## src/rtl/pbcrc_pkg.sv

```systemverilog
package pbcrc_pkg;

    localparam int CRC_W = 16;
    localparam logic [CRC_W-1:0] CRC_SEED = 16'hFFFF;

    typedef enum logic [2:0] {
        ST_IDLE   = 3'd0,
        ST_RD_HI  = 3'd1,
        ST_RD_LO  = 3'd2,
        ST_UPDATE = 3'd3,
        ST_WR_HI  = 3'd4,
        ST_WR_LO  = 3'd5,
        ST_DONE   = 3'd6
    } pbcrc_state_e;

endpackage

```

## src/rtl/pbcrc_step.sv

```systemverilog
// Nibble-folded update of the 16-bit check value with one big-endian word.
module pbcrc_step
    import pbcrc_pkg::*;
(
    input  logic [CRC_W-1:0] prev_val,
    input  logic [CRC_W-1:0] word_in,
    output logic [CRC_W-1:0] next_val
);
    logic [CRC_W-1:0] mix;
    logic [CRC_W-1:0] n_lo;
    logic [CRC_W-1:0] n_fold;
    logic [CRC_W-1:0] acc;

    always_comb begin
        mix    = prev_val ^ word_in;
        n_lo   = {12'd0, mix[3:0]};
        n_fold = {12'd0, mix[7:4] ^ mix[3:0]};
        acc    = prev_val >> 8;
        acc    = acc ^ (n_lo << 3) ^ (n_lo << 8);
        acc    = acc ^ n_fold ^ (n_fold << 7) ^ (n_fold << 12);
        next_val = acc;
    end
endmodule

```

## src/rtl/pbcrc_fsm.sv

```systemverilog
// Sequencer: state register, next-state logic and decoded controls.
module pbcrc_fsm
    import pbcrc_pkg::*;
(
    input  logic         clk,
    input  logic         rst_n,
    input  logic         start,
    input  logic         cnt_zero,
    input  logic         rem_one,
    input  logic         rem_zero,
    output pbcrc_state_e state_q,
    output logic         load,
    output logic         rd_en,
    output logic         wr_en,
    output logic         wr_low,
    output logic         busy,
    output logic         done
);
    pbcrc_state_e state_d;
    logic         idle_like;

    // State register
    always_ff @(posedge clk or negedge rst_n) begin
        if (!rst_n) begin
            state_q <= ST_IDLE;
        end else begin
            state_q <= state_d;
        end
    end

    assign idle_like = (state_q == ST_IDLE) || (state_q == ST_DONE);

    // Next state
    always_comb begin
        state_d = state_q;
        unique case (state_q)
            ST_IDLE, ST_DONE: begin
                if (start) begin
                    state_d = cnt_zero ? ST_WR_HI : ST_RD_HI;
                end else begin
                    state_d = ST_IDLE;
                end
            end
            ST_RD_HI:  state_d = rem_one ? ST_UPDATE : ST_RD_LO;
            ST_RD_LO:  state_d = ST_UPDATE;
            ST_UPDATE: state_d = rem_zero ? ST_WR_HI : ST_RD_HI;
            ST_WR_HI:  state_d = ST_WR_LO;
            ST_WR_LO:  state_d = ST_DONE;
            default:   state_d = ST_IDLE;
        endcase
    end

    // Outputs
    always_comb begin
        load   = 1'b0;
        rd_en  = 1'b0;
        wr_en  = 1'b0;
        wr_low = 1'b0;
        busy   = 1'b0;
        done   = 1'b0;
        unique case (state_q)
            ST_IDLE:   load = start;
            ST_DONE: begin
                load = start;
                done = 1'b1;
            end
            ST_RD_HI, ST_RD_LO: begin
                rd_en = 1'b1;
                busy  = 1'b1;
            end
            ST_UPDATE: busy = 1'b1;
            ST_WR_HI: begin
                wr_en = 1'b1;
                busy  = 1'b1;
            end
            ST_WR_LO: begin
                wr_en  = 1'b1;
                wr_low = 1'b1;
                busy   = 1'b1;
            end
            default: ;
        endcase
        if (!idle_like) load = 1'b0;
    end
endmodule

```

## src/rtl/pbcrc_dpath.sv

```systemverilog
// Address walk, remaining count, word assembly and check register.
module pbcrc_dpath
    import pbcrc_pkg::*;
#(
    parameter int          ADDR_W    = 16,
    parameter int          CNT_W     = 16,
    parameter int unsigned SLOT_ADDR = 'hFC
) (
    input  logic              clk,
    input  logic              rst_n,
    input  pbcrc_state_e      state_q,
    input  logic              load,
    input  logic              wr_low,
    input  logic [ADDR_W-1:0] start_addr,
    input  logic [CNT_W-1:0]  byte_count,
    input  logic [7:0]        rd_data,
    output logic [ADDR_W-1:0] rd_addr,
    output logic [ADDR_W-1:0] wr_addr,
    output logic [7:0]        wr_data,
    output logic              cnt_zero,
    output logic              rem_one,
    output logic              rem_zero
);
    localparam logic [ADDR_W-1:0] SLOT_HI = ADDR_W'(SLOT_ADDR);
    localparam logic [ADDR_W-1:0] SLOT_LO = ADDR_W'(SLOT_ADDR + 1);

    logic [ADDR_W-1:0] addr_q;
    logic [CNT_W-1:0]  rem_q;
    logic [7:0]        hi_q;
    logic [7:0]        lo_q;
    logic [CRC_W-1:0]  crc_q;
    logic [CRC_W-1:0]  crc_next;

    pbcrc_step u_step (
        .prev_val (crc_q),
        .word_in  ({hi_q, lo_q}),
        .next_val (crc_next)
    );

    always_ff @(posedge clk or negedge rst_n) begin
        if (!rst_n) begin
            addr_q <= '0;
            rem_q  <= '0;
            hi_q   <= '0;
            lo_q   <= '0;
            crc_q  <= CRC_SEED;
        end else if (load) begin
            addr_q <= start_addr;
            rem_q  <= byte_count;
            crc_q  <= CRC_SEED;
        end else begin
            unique case (state_q)
                ST_RD_HI: begin
                    hi_q   <= rd_data;
                    lo_q   <= 8'h00;
                    addr_q <= addr_q + ADDR_W'(1);
                    rem_q  <= rem_q - CNT_W'(1);
                end
                ST_RD_LO: begin
                    lo_q   <= rd_data;
                    addr_q <= addr_q + ADDR_W'(1);
                    rem_q  <= rem_q - CNT_W'(1);
                end
                ST_UPDATE: crc_q <= crc_next;
                default: ;
            endcase
        end
    end

    assign cnt_zero = (byte_count == '0);
    assign rem_one  = (rem_q == CNT_W'(1));
    assign rem_zero = (rem_q == '0);
    assign rd_addr  = addr_q;
    assign wr_addr  = wr_low ? SLOT_LO : SLOT_HI;
    assign wr_data  = wr_low ? crc_q[7:0] : crc_q[15:8];
endmodule

```

## src/rtl/pbcrc_engine.sv

```systemverilog
module pbcrc_engine
    import pbcrc_pkg::*;
#(
    parameter int          ADDR_W    = 16,
    parameter int          CNT_W     = 16,
    parameter int unsigned SLOT_ADDR = 'hFC
) (
    input  logic              clk,
    input  logic              rst_n,
    input  logic              start,
    input  logic [ADDR_W-1:0] start_addr,
    input  logic [CNT_W-1:0]  byte_count,
    output logic              rd_en,
    output logic [ADDR_W-1:0] rd_addr,
    input  logic [7:0]        rd_data,
    output logic              wr_en,
    output logic [ADDR_W-1:0] wr_addr,
    output logic [7:0]        wr_data,
    output logic              busy,
    output logic              done
);
    pbcrc_state_e state_q;
    logic         load;
    logic         wr_low;
    logic         cnt_zero;
    logic         rem_one;
    logic         rem_zero;

    pbcrc_fsm u_fsm (
        .clk      (clk),
        .rst_n    (rst_n),
        .start    (start),
        .cnt_zero (cnt_zero),
        .rem_one  (rem_one),
        .rem_zero (rem_zero),
        .state_q  (state_q),
        .load     (load),
        .rd_en    (rd_en),
        .wr_en    (wr_en),
        .wr_low   (wr_low),
        .busy     (busy),
        .done     (done)
    );

    pbcrc_dpath #(
        .ADDR_W    (ADDR_W),
        .CNT_W     (CNT_W),
        .SLOT_ADDR (SLOT_ADDR)
    ) u_dpath (
        .clk        (clk),
        .rst_n      (rst_n),
        .state_q    (state_q),
        .load       (load),
        .wr_low     (wr_low),
        .start_addr (start_addr),
        .byte_count (byte_count),
        .rd_data    (rd_data),
        .rd_addr    (rd_addr),
        .wr_addr    (wr_addr),
        .wr_data    (wr_data),
        .cnt_zero   (cnt_zero),
        .rem_one    (rem_one),
        .rem_zero   (rem_zero)
    );
endmodule

```

## config.mk

```make
export PLATFORM = sky130hd
export DESIGN_NAME = pbcrc_engine
export DESIGN_NICKNAME = d
export VERILOG_FILES = /design/src/rtl/pbcrc_pkg.sv /design/src/rtl/pbcrc_step.sv /design/src/rtl/pbcrc_fsm.sv /design/src/rtl/pbcrc_dpath.sv /design/src/rtl/pbcrc_engine.sv
export SDC_FILE = /design/constraint.sdc
export NUM_CORES = 1
export LEC_CHECK = 0
export ABC_AREA = 1
export ABC_CLOCK_PERIOD_IN_PS = 2400
export CAP_MARGIN = 15
export CORE_AREA = 5 5 76 96
export CTS_CLUSTER_SIZE = 25
export DETAILED_ROUTE_END_ITERATION = 10
export DIE_AREA = 0 0 81 101
export DONT_BUFFER_PORTS = 1
export PLACE_DENSITY = 0.79
export REMOVE_ABC_BUFFERS = 1
export SYNTH_ARGS = -nofsm -noshare
export SYNTH_HDL_FRONTEND = slang
export SYNTH_SLANG_ARGS = --single-unit
export TNS_END_PERCENT = 10
```

## constraint.sdc

```tcl
create_clock -name clk -period 2.4 [get_ports clk]
set_clock_uncertainty 0.1 [all_clocks]
set_input_delay 0.48 -clock clk [delete_from_list [all_inputs] [get_ports clk]]
set_output_delay 0.48 -clock clk [all_outputs]
set_load 0.01 [all_outputs]
```

### Word level (Yosys, flattened, before mapping)

Cells that the tools add are included.

| cells by class | value |
|---|---|
| $add $sub $neg | 2 |
| equality and inequality tests | 7 |
| mux-type cells | 21 |
| bitwise logic cells | 8 |
| reduce and logical (&&, ||, !) cells | 12 |

Operator list:

| operator | number |
|---|---|
| 16-bit 2-to-1 mux | 6 |
| 16-bit logical NOT | 2 |
| 3-bit one-hot mux with 6 select lines | 1 |
| 16-bit by 1-bit adder with 16-bit output, second input constant | 1 |
| 16-bit by 1-bit == test with 1-bit output, second input constant | 1 |
| 8-bit one-hot mux with 2 select lines | 1 |
| 16-bit by 1-bit subtractor with 16-bit output, second input constant | 1 |
| 16-bit by 11-bit bitwise XOR with 16-bit output | 1 |
| 16-bit bitwise XOR | 1 |
| 16-bit by 4-bit bitwise XOR with 16-bit output | 1 |
| 8-bit by 12-bit bitwise XOR with 12-bit output | 1 |
| 3-bit == test, second input constant | 3 |
| 1-bit 2-to-1 mux | 9 |
| 3-bit 2-to-1 mux | 3 |
| 8-bit 2-to-1 mux | 1 |
| 8-bit by 7-bit bitwise XOR with 8-bit output | 1 |
| 8-bit bitwise XOR | 1 |
| 3-bit by 2-bit == test with 1-bit output, second input constant | 2 |
| 2-bit nonzero test | 3 |
| 2-bit OR reduction | 3 |
| 5-bit OR reduction | 1 |
| 4-bit bitwise XOR | 1 |
| 3-bit by 1-bit == test with 1-bit output, second input constant | 1 |
| 3-bit logical NOT | 1 |
| other kinds (3) | 3 |

| storage, ports and cells | value |
|---|---|
| bits in registers | 59 |
| output and inout bits | 44 |
| word-level logic and storage cells | 55 |

### Logic depth before layout (Yosys ltp)

Gate-level depths: netlist of the first run.

| depth | value |
|---|---|
| depth in word-level cells | 8 |
| mapped depth | 10 |
| depth with buffers taken out | 9 |

### By module

A second synthesis of the first run with hierarchy kept.

| unflattened totals | value |
|---|---|
| cell total of the unflattened synthesis | 671 |
| area total of the unflattened synthesis | 4496.8 µm² |

By module, submodules not included:

| module | instances | cells an instance | area an instance (µm²) | sequential area each (µm²) |
|---|---|---|---|---|
| pbcrc_dpath | 1 | 521 | 3738.6 | 1621.6 |
| pbcrc_step | 1 | 117 | 539.3 | 0.0 |
| pbcrc_fsm | 1 | 33 | 219.0 | 75.1 |

### Worst setup path after synthesis of the first run

Ideal clock, no wire load.

| timing | value |
|---|---|
| path kind | register to output |
| start | reg u_fsm.state_q[1] |
| end | out wr_data[0] |
| arrival time | 1.214 ns |
| path slack | 0.606 ns |
| stages on the path, launching flop included | 7 |
| path buffers | 1 |
| path through | dfrtp_1 > inv_1 > nand2_1 > nor2_1 > buf_2 > nand2_1 > o21ai_0 |

| between the ends | value |
|---|---|
| longest elaborated chain between the ends | 3 |

RTL lines:

| element | RTL line | RTL |
|---|---|---|
| start: declaration | pbcrc_fsm.sv:11 | `output pbcrc_state_e state_q,` |
| start signal: assignment | pbcrc_fsm.sv:27 | `state_q <= state_d;` |
| 3-bit == test | pbcrc_fsm.sv:61 | `unique case (state_q)` |
| 1-bit 2-to-1 mux | pbcrc_fsm.sv:61 |  |
| via u_dpath.wr_low | pbcrc_dpath.sv:13 | `input logic wr_low,` |
| 8-bit 2-to-1 mux | pbcrc_dpath.sv:75 | `assign wr_data = wr_low ? crc_q[7:0] : crc_q[15:8];` |
| end: declaration | pbcrc_engine.sv:18 | `output logic [7:0] wr_data,` |

The timed path passes the listed nets, and every way through them passes these cells.

### Worst setup path in the final report of the first run

| timing | value |
|---|---|
| start | reg u_fsm.state_q[1] |
| end | out wr_data[7] |

| between the ends | value |
|---|---|
| longest elaborated chain between the ends | 3 |

RTL lines:

| element | RTL line |
|---|---|
| 3-bit == test | pbcrc_fsm.sv:61 |
| 1-bit 2-to-1 mux | pbcrc_fsm.sv:61 |
| 8-bit 2-to-1 mux | pbcrc_dpath.sv:75 |

No other way between the ends.

==> metrics, run 1 <==
max cap viols 0; Worst setup SP type flip-flop; WHS 0.1642 ns; die area 8181 um^2; Distinct cells, synth 31; commonest non-fill, non-tap cells in the layout nand2_1, nor2_1, nand3_1; GP Congestion 0.8538; top-level I/O count 87; Area Growth Syn to Fin 6.512%; DRT Wirelength 9531 um; initial antenna violation count 0; GR Layer Usage met3 7.782%; GR Util met2 43.96%; FF+latch count, synth 59; Initial Util 61.94%; met1 Track Usage GR 27.69%; DR vias/cell 5.488; clk root buf clkbuf_8; share of cells above drive strength 1 8.666%; post-synth top area cell dfrtp_1; clock transition at the registers of the reported paths 0.07 ns; min Tclk post-route 2.181 ns; Ys Warns 0; Congestion Overflow GR 0; Initial DRC Count 207; first-pass GRT wire length 15880 um; Final nets 620; DRC viols 0; most common cell after layout, fill and taps aside nand2_1; setup tns final 0 ns; routed via count 3644; port bufs 0; largest net degree at the start of global routing 60; Final Cycle Share 90.87%; post-place setup slack 0.5236 ns; vias in the first global route 3583; top-area cell type share of the netlist area 27.32%; Syn Inst Count 569; Syn Area/Cell 6.922 um^2; Final Max Slew Viols 0; Post-DRT Antenna Nets 0; actual slew at the worst max-slew pin 0.5154 ns; Setup WS post-layout 0.2190 ns; Setup CP Type flip-flop to primary output; gr usage total 24.84%; row count 33; area of the core 6359 um^2; RSZ-0062 raised after global routing false; Hold Fails Final Rpt 0; clk sinks 59; Cell Pwr Density 1455 nW/um^2; register area share after synthesis 37.99%; Leak Pwr 2.018 nW; headroom to the max-slew limit 65.59%; worst vdd ir 0.7266 mV; endpoints failing setup 0; f_max 458.5 MHz; Worst EP required 1.82 ns; clock latency at the later pin of the worst-skew pair 0.34 ns; hpwl dp 7007 um; crit path DAT 1.60 ns; Die Y 101 um; Mapped Area 3939 um^2; Wirelength per Cell 14.35 um; status complete, no violations; postcts setup bufs 0; layer with the highest usage met2; Clock Path Buffers 2; Critical Path End Type primary output; critical-path maximum fanout 16; htree depth 3; First-pass DRT Iterations 5; n_diodes 0; min-delay worst type input pin to flip-flop; TritonCTS clock tree yes; Num CTS Buffers 9; Synth area leaders dfrtp_1, nand2_1, dfstp_2; Die W 81 um
layer usage:
layer,vias to the layer above,wire length [um]
li1,1774,-
met1,1723,3667
met2,129,4995
met3,18,696
met4,0,171
met5,-,0
path summary, 6_finish.rpt:
kind	start	end	slack (ns)	cells past startpoint
setup / recovery	u_fsm.state_q[1]$_DFF_PN0_	wr_data[7]	0.22	5
hold / removal	start_addr[14]	u_dpath.rd_addr[14]$_DFFE_PN0P_	0.16	2
setup reg to reg	u_fsm.state_q[1]$_DFF_PN0_	u_dpath.rd_addr[15]$_DFFE_PN0P_	0.51	9
hold reg to reg	u_dpath.crc_q[14]$_DFFE_PN1P_	u_dpath.crc_q[14]$_DFFE_PN1P_	0.42	2
max in group asynchronous	rst_n	u_dpath.crc_q[8]$_DFFE_PN1P_	1.27	2
min in group asynchronous	rst_n	u_dpath.lo_q[5]$_DFFE_PN0P_	0.61	2
cell type report:
type                            instances  area, um^2
Clock buffer                           12       145.1
Sequential cell                        59        1496
Multi-Input combinational cell        435        2062
Fill cell                             599        2163
Timing Repair Buffer                    8       82.58
Clock inverter                          4       73.82
Tap cell                               87       108.9
Inverter                               59       226.5
what timing repair did:
item | in CTS | in global routing
gates resized for setup | 0 | 0
endpoints found under the hold margin | 59 | 0
hold buffers | 2 | 0
report_power, final:
part | leakage, nW | switching (mW) | internal (mW)
logic | 1.21 | 1.93 | 1.01
clock network | 0.111 | 0.406 | 0.614
registers | 0.695 | 0.609 | 1.53
cell families (layout without fill, tap and decap cells):
family | Yosys count | in the layout | synth area share, %
other cells | 2 | 15 | 0.1907
compound gates | 56 | 56 | 8.323
flops | 59 | 59 | 37.99
xor+xnor | 27 | 27 | 6.004
fa+ha+maj | 5 | 5 | 1.588
buf+inv | 88 | 83 | 10.90
simple gates | 332 | 332 | 35.01
synthesized netlist by cell type:
library cell and n:
nand2_1 189, nor2_1 69, nand3_1 57, inv_1 55
dfrtp_1 43, o21ai_0 22, a21oi_1 17, xor2_1 17
buf_4 16, dfstp_2 16, xnor2_1 10, buf_2 9
o211ai_1 6, ha_1 5, nand4_1 5, nand3b_1 4
o21ai_2 4, a22oi_1 3, buf_6 3, inv_2 3
nand2_4 3, conb_1 2, o21bai_1 2, or2_1 2
clkbuf_1 1, inv_6 1, nand2_2 1, nor3_1 1
o221ai_1 1, o22ai_1 1, or2_2 1
registers in the layout, summed over array words and instances, names as in the netlist:
register         count
u_dpath.crc_q       16
u_dpath.lo_q         8
u_dpath.rd_addr     16
u_dpath.rem_q       16
u_fsm.state_q        3
worst max-delay path, cell delays in order, from the launching register on:
cell     delay, ns
dfrtp_1       0.42
inv_1         0.10
nand2_1       0.10
nor2_1        0.05
buf_4         0.19
o21ai_0       0.41
stage by stage:
step           cells  total power, mW  area (um^2)  util, %
2_1_floorplan    553            4.278         3785        -
3_3_place_gp     646            4.928         3939    61.94
3_5_place_dp     646            5.031         3939    61.94
4_1_cts          664            6.113         4195    65.98
5_1_grt          664            6.666         4195    65.98
6_report         664            6.103         4195    65.98
(Power assumes the default switching activity.)
==> run 2: changes to the inputs <==
--- a/config.mk
+++ b/config.mk
@@ -14,7 +14,6 @@
 export DIE_AREA = 0 0 81 101
 export DONT_BUFFER_PORTS = 1
 export PLACE_DENSITY = 0.79
-export REMOVE_ABC_BUFFERS = 1
 export SYNTH_ARGS = -nofsm -noshare
 export SYNTH_HDL_FRONTEND = slang
 export SYNTH_SLANG_ARGS = --single-unit
==> metrics, run 2 (synthesized netlist as in run 1, its figures left out) <==
status complete, no violations (unchanged); Final Cycle Share 90.41% (was 90.87%); Critical Path End Type primary output (unchanged); gr usage total 24.54% (was 24.84%); Clock Path Buffers 2 (unchanged); Congestion Overflow GR 0 (unchanged); min Tclk post-route 2.170 ns (was 2.181 ns); Worst EP required 1.82 ns (about the same); share of cells above drive strength 1 8.362% (was 8.666%); Num CTS Buffers 9 (unchanged); die area 8181 um^2 (unchanged); Final Max Slew Viols 0 (unchanged); First-pass DRT Iterations 5 (unchanged); clock transition at the registers of the reported paths 0.07 ns (about the same); commonest non-fill, non-tap cells in the layout nand2_1, nor2_1, nand3_1 (unchanged); Final nets 617 (was 620); GP Congestion 0.8960 (was 0.8538); Hold Fails Final Rpt 0 (unchanged); DRT Wirelength 9355 um (was 9531 um); htree depth 3 (unchanged); TritonCTS clock tree yes (unchanged); clk root buf clkbuf_8 (unchanged); routed via count 3536 (was 3644); fin area 4148 um^2 (was 4195 um^2); reg2reg start u_fsm.state_q[1]$_DFF_PN0_ (unchanged); RSZ-0062 raised after global routing false (unchanged); Worst setup SP type flip-flop (unchanged); port bufs 0 (unchanged); # fillers 597 (was 599); Area Growth Syn to Fin 5.305% (was 6.512%); Setup CP Type flip-flop to primary output (unchanged); actual slew at the worst max-slew pin 0.5290 ns (was 0.5154 ns); crit path DAT 1.59 ns (was 1.60 ns); max cap viols 0 (unchanged); DRC viols 0 (unchanged); n_diodes 0 (unchanged); largest net degree at the start of global routing 60 (unchanged); Die W 81 um (unchanged); Worst Hold Launch byte_count[8] (was start_addr[14]); worst vdd ir 0.8410 mV (was 0.7266 mV); initial antenna violation count 0 (unchanged); CP Launch Point u_fsm.state_q[1]$_DFF_PN0_ (unchanged); headroom to the max-slew limit 64.68% (was 65.59%); Initial Util 61.94% (unchanged); clk sinks 59 (unchanged); first-pass GRT wire length 15610 um (was 15880 um); Layout Cells excl Fill 661 (was 664); area of the core 6359 um^2 (unchanged); post-placement cell count 643 (was 646); sequential cell area 1496 um^2 (unchanged); setup tns final 0 ns (unchanged); WHS 0.1679 ns (was 0.1642 ns); Post-DRT Antenna Nets 0 (unchanged); top-level I/O count 87 (unchanged); Die Y 101 um (unchanged); vias in the first global route 3468 (was 3583); most common cell after layout, fill and taps aside nand2_1 (unchanged); postcts setup bufs 0 (unchanged); hpwl dp 7043 um (was 7007 um); Initial DRC Count 215 (was 207); f_max 460.9 MHz (was 458.5 MHz); Leak Pwr 1.994 nW (was 2.018 nW); Cell Pwr Density 1432 nW/um^2 (was 1455 nW/um^2); DR vias/cell 5.349 (was 5.488); endpoints failing setup 0 (unchanged); Wirelength per Cell 14.15 um (was 14.35 um); row count 33 (unchanged); clock latency at the later pin of the worst-skew pair 0.34 ns (about the same); min-delay worst type input pin to flip-flop (unchanged); critical-path maximum fanout 27 (was 16); Post-DP Area 3916 um^2 (was 3939 um^2); post-layout util 65.23% (was 65.98%); area of the multi-input gates 2062 um^2 (unchanged)
[run 2: cell count changes in the layout (fill, tap and decap cells not counted)]
cell        change
bufinv_16       -1
clkinvlp_4      +1
clkinv_4        -1
buf_4           -3
clkbuf_1        -1
clkinv_2        +2
[run 2: worst paths after layout]
path,endpoint,slack (ns),depth (start not counted)
worst max-delay path,rd_en,0.23,4
worst min register to register,u_dpath.crc_q[13]$_DFFE_PN1P_,0.42,2
max in group asynchronous,u_dpath.crc_q[15]$_DFFE_PN1P_,1.34,2
min in group asynchronous,u_dpath.rem_q[0]$_DFFE_PN0P_,0.56,2
worst max register to register,u_dpath.rem_q[11]$_DFFE_PN0P_,0.53,9
worst min-delay path,u_dpath.rem_q[8]$_DFFE_PN0P_,0.17,2
[run 2: worst max-delay path, stage by stage (launching register included)]
cell	delay [ns]
dfrtp_1	0.42
inv_1	0.11
nand3_1	0.15
nand2_4	0.31
buf_4	0.24
[run 2: routing by layer]
metal / track usage [%] / part of all wire, % / up-vias
met5: 0 / 0 / -
met4: 10.27 / 1.9 / 0
met3: 5.546 / 5.4 / 16
met2: 41.87 / 52 / 104
met1: 29.42 / 40 / 1650
li1: - / - / 1766
[run 2: area by class of cell]
type,instances,area share (%)
inverter,59,5.460
clock inverter,5,1.267
sequential,59,36.08
multi-input combinational,435,49.71
clock buffer,11,3.409
tap,87,2.624
timing repair buffer,5,1.448
[run 2: report_power, final]
part	internal, mW	total, mW	switching [mW]	leakage (nW)
combinational	0.987	2.89	1.91	1.20
sequential	1.53	2.14	0.609	0.695
clock	0.502	0.903	0.401	0.0991
[run 2: stage by stage]
| stage | setup WS, ns | power [mW] |
|---|---|---|
| floorplan | 0.6058 | 4.434 |
| global placement | 0.6197 | 4.904 |
| detailed placement | 0.5463 | 5.008 |
| CTS | 0.2326 | 5.942 |
| global route | 0.09229 | 6.522 |
| finish | 0.2302 | 5.940 |
[run 2: repair_timing]
item                       in CTS  in global routing
hold buffers                    2                  0
gates resized for setup         0                  0
hold endpoints to repair       59                  0
setup endpoints to repair       0                  0
==> run 3: changes to the inputs <==
--- a/config.mk
+++ b/config.mk
@@ -8,12 +8,12 @@
 export ABC_AREA = 1
 export ABC_CLOCK_PERIOD_IN_PS = 2400
 export CAP_MARGIN = 15
-export CORE_AREA = 5 5 76 96
+export CORE_AREA = 5 5 79 99
 export CTS_CLUSTER_SIZE = 25
 export DETAILED_ROUTE_END_ITERATION = 10
-export DIE_AREA = 0 0 81 101
+export DIE_AREA = 0 0 84 104
 export DONT_BUFFER_PORTS = 1
-export PLACE_DENSITY = 0.79
+export PLACE_DENSITY = 0.74
 export SYNTH_ARGS = -nofsm -noshare
 export SYNTH_HDL_FRONTEND = slang
 export SYNTH_SLANG_ARGS = --single-unit
==> metrics, run 3 (synthesized netlist as in run 1, its figures left out) <==
actual slew at the worst max-slew pin 0.5253 ns (was 0.5290 ns); CP dominant cell by count nand2_1; share of cells above drive strength 1 8.696% (was 8.362%); switching share of power 49.93% (was 49.10%); f_max 464.8 MHz (was 460.9 MHz); clk sinks 59 (unchanged); Initial Util 57.87% (was 61.94%); vias in the first global route 3410 (was 3468); max cap viols 0 (unchanged); status complete, no violations (unchanged); Hold Fails Final Rpt 0 (unchanged); setup tns final 0 ns (unchanged); Internal 2.960 mW (was 3.023 mW); initial antenna violation count 0 (unchanged); gr usage total 22.17% (was 24.54%); area of the core 6807 um^2 (was 6359 um^2); Num CTS Buffers 9 (unchanged); headroom to the max-slew limit 64.93% (was 64.68%); Wirelength per Cell 14.28 um (was 14.15 um); worst path cell trace inv_1 -> nand2_1 -> nor2_1 -> buf_4 -> inv_1 -> nand2_1 -> nand2_1 (was inv_1 -> nand3_1 -> nand2_4 -> buf_4); Cell Pwr Density 1427 nW/um^2 (was 1432 nW/um^2); clock latency at the later pin of the worst-skew pair 0.35 ns (was 0.34 ns); Worst EP required 1.82 ns (about the same); top-level I/O count 87 (unchanged); TritonCTS clock tree yes (unchanged); Final Max Slew Viols 0 (unchanged); critical-path maximum fanout 16 (was 27); postcts setup bufs 0 (unchanged); Setup CP Type flip-flop to primary output (unchanged); row count 34 (was 33); die area 8736 um^2 (was 8181 um^2); RSZ-0062 raised after global routing false (unchanged); WP buf/inv 3 (was 2); DR vias/cell 5.316 (was 5.349); Final Cycle Share 89.64% (was 90.41%); cell with the largest stage delay on the worst path dfrtp_1 (unchanged); clock transition at the registers of the reported paths 0.07 ns (about the same); DRT Wirelength 9496 um (was 9355 um); First-pass DRT Iterations 5 (unchanged); Post-DRT Antenna Nets 0 (unchanged); min Tclk post-route 2.151 ns (was 2.170 ns); Die W 84 um (was 81 um); Clk pwr share 14.1% (was 15.2%); Area Growth Syn to Fin 5.210% (was 5.305%); clk root buf clkbuf_8 (unchanged); most common cell after layout, fill and taps aside nand2_1 (unchanged); DRC viols 0 (unchanged); CP top delay family flip-flops (was simple AND/OR/NAND/NOR gates); Comb pwr share 49.6% (was 48.7%); largest net degree at the start of global routing 60 (unchanged); Congestion Overflow GR 0 (unchanged); Critical Path End Type primary output (unchanged); Final Total Pwr 5.912 mW (was 5.940 mW); GP Congestion 0.9062 (was 0.8960); slowest stage delay, CP 0.42 ns (about the same); routed via count 3535 (was 3536); Leak Pwr 1.995 nW (was 1.994 nW); Worst setup SP type flip-flop (unchanged); Die Y 104 um (was 101 um); P_sw 2.952 mW (was 2.917 mW); Reg power frac 36.2% (was 36.1%); Final nets 618 (was 617); commonest non-fill, non-tap cells in the layout nand2_1, nor2_1, nand3_1 (unchanged); crit path DAT 1.57 ns (was 1.59 ns); # fillers 661 (was 597); Clock Path Buffers 2 (unchanged); worst vdd ir 0.7781 mV (was 0.8410 mV); hpwl dp 7096 um (was 7043 um); port bufs 0 (unchanged); htree depth 3 (unchanged); n_diodes 0 (unchanged); min-delay worst type input pin to flip-flop (unchanged); endpoints failing setup 0 (unchanged); post-place setup slack 0.5354 ns (was 0.5463 ns); first-pass GRT wire length 15790 um (was 15610 um); Setup WS post-layout 0.2487 ns (was 0.2302 ns); Initial DRC Count 217 (was 215)
==> run 3: routing by layer <==
layer / wire length (um) / GRT usage [%] / up-vias
li1: - / - / 1764
met1: 3843 / 26.67 / 1640
met2: 4858 / 38.51 / 116
met3: 634 / 4.596 / 15
met4: 161 / 8.621 / 0
met5: 0 / 0 / -
==> run 3: cell type report <==
class | count | area, um^2 | share of cell area [%]
repair buffers | 6 | 67.56 | 1.630
well taps | 90 | 112.6 | 2.717
multi-input cells | 435 | 2062 | 49.76
clock inverters | 5 | 27.53 | 0.6643
clock buffers | 11 | 151.4 | 3.653
flip-flops and latches | 59 | 1496 | 36.11
inverters | 59 | 226.5 | 5.465
==> run 3: through the flow <==
step	cells	cell area, um^2	util, %	hold slack (ns)
6_report	665	4144	60.88	0.1611
5_1_grt	665	4144	60.88	0.1594
4_1_cts	665	4144	60.88	0.1571
3_5_place_dp	647	3928	57.70	0.08695
3_3_place_gp	647	3928	57.70	0.08714
2_1_floorplan	582	3988	-	0.08441
==> run 3: power groups by stage <==
stage	clock network, mW	logic (mW)	registers (mW)
final	0.836	2.93	2.14
after CTS	0.841	2.94	2.14
after detailed placement	0	2.90	2.16
after global routing	0.894	3.34	2.21
after global placement	0	2.80	2.14
after floorplan	0	2.44	2.00
==> run 3: path summary, 6_finish.rpt <==
kind / slack, ns / cells after the start / startpoint / endpoint
max: 0.25 / 7 / u_fsm.state_q[1]$_DFF_PN0_ / wr_data[1]
min: 0.16 / 2 / byte_count[9] / u_dpath.rem_q[9]$_DFFE_PN0P_
max reg2reg: 0.53 / 9 / u_fsm.state_q[0]$_DFF_PN0_ / u_dpath.rem_q[14]$_DFFE_PN0P_
min reg2reg: 0.42 / 2 / u_dpath.crc_q[13]$_DFFE_PN1P_ / u_dpath.crc_q[13]$_DFFE_PN1P_
max in group asynchronous: 1.34 / 2 / rst_n / u_dpath.crc_q[13]$_DFFE_PN1P_
min in group asynchronous: 0.56 / 2 / rst_n / u_dpath.lo_q[6]$_DFFE_PN0P_
==> run 3: timing repair <==
action / 4_1_cts / 5_1_grt
hold buffers: 2 / 0
resized for setup: 0 / 0
hold endpoints to repair: 59 / 0
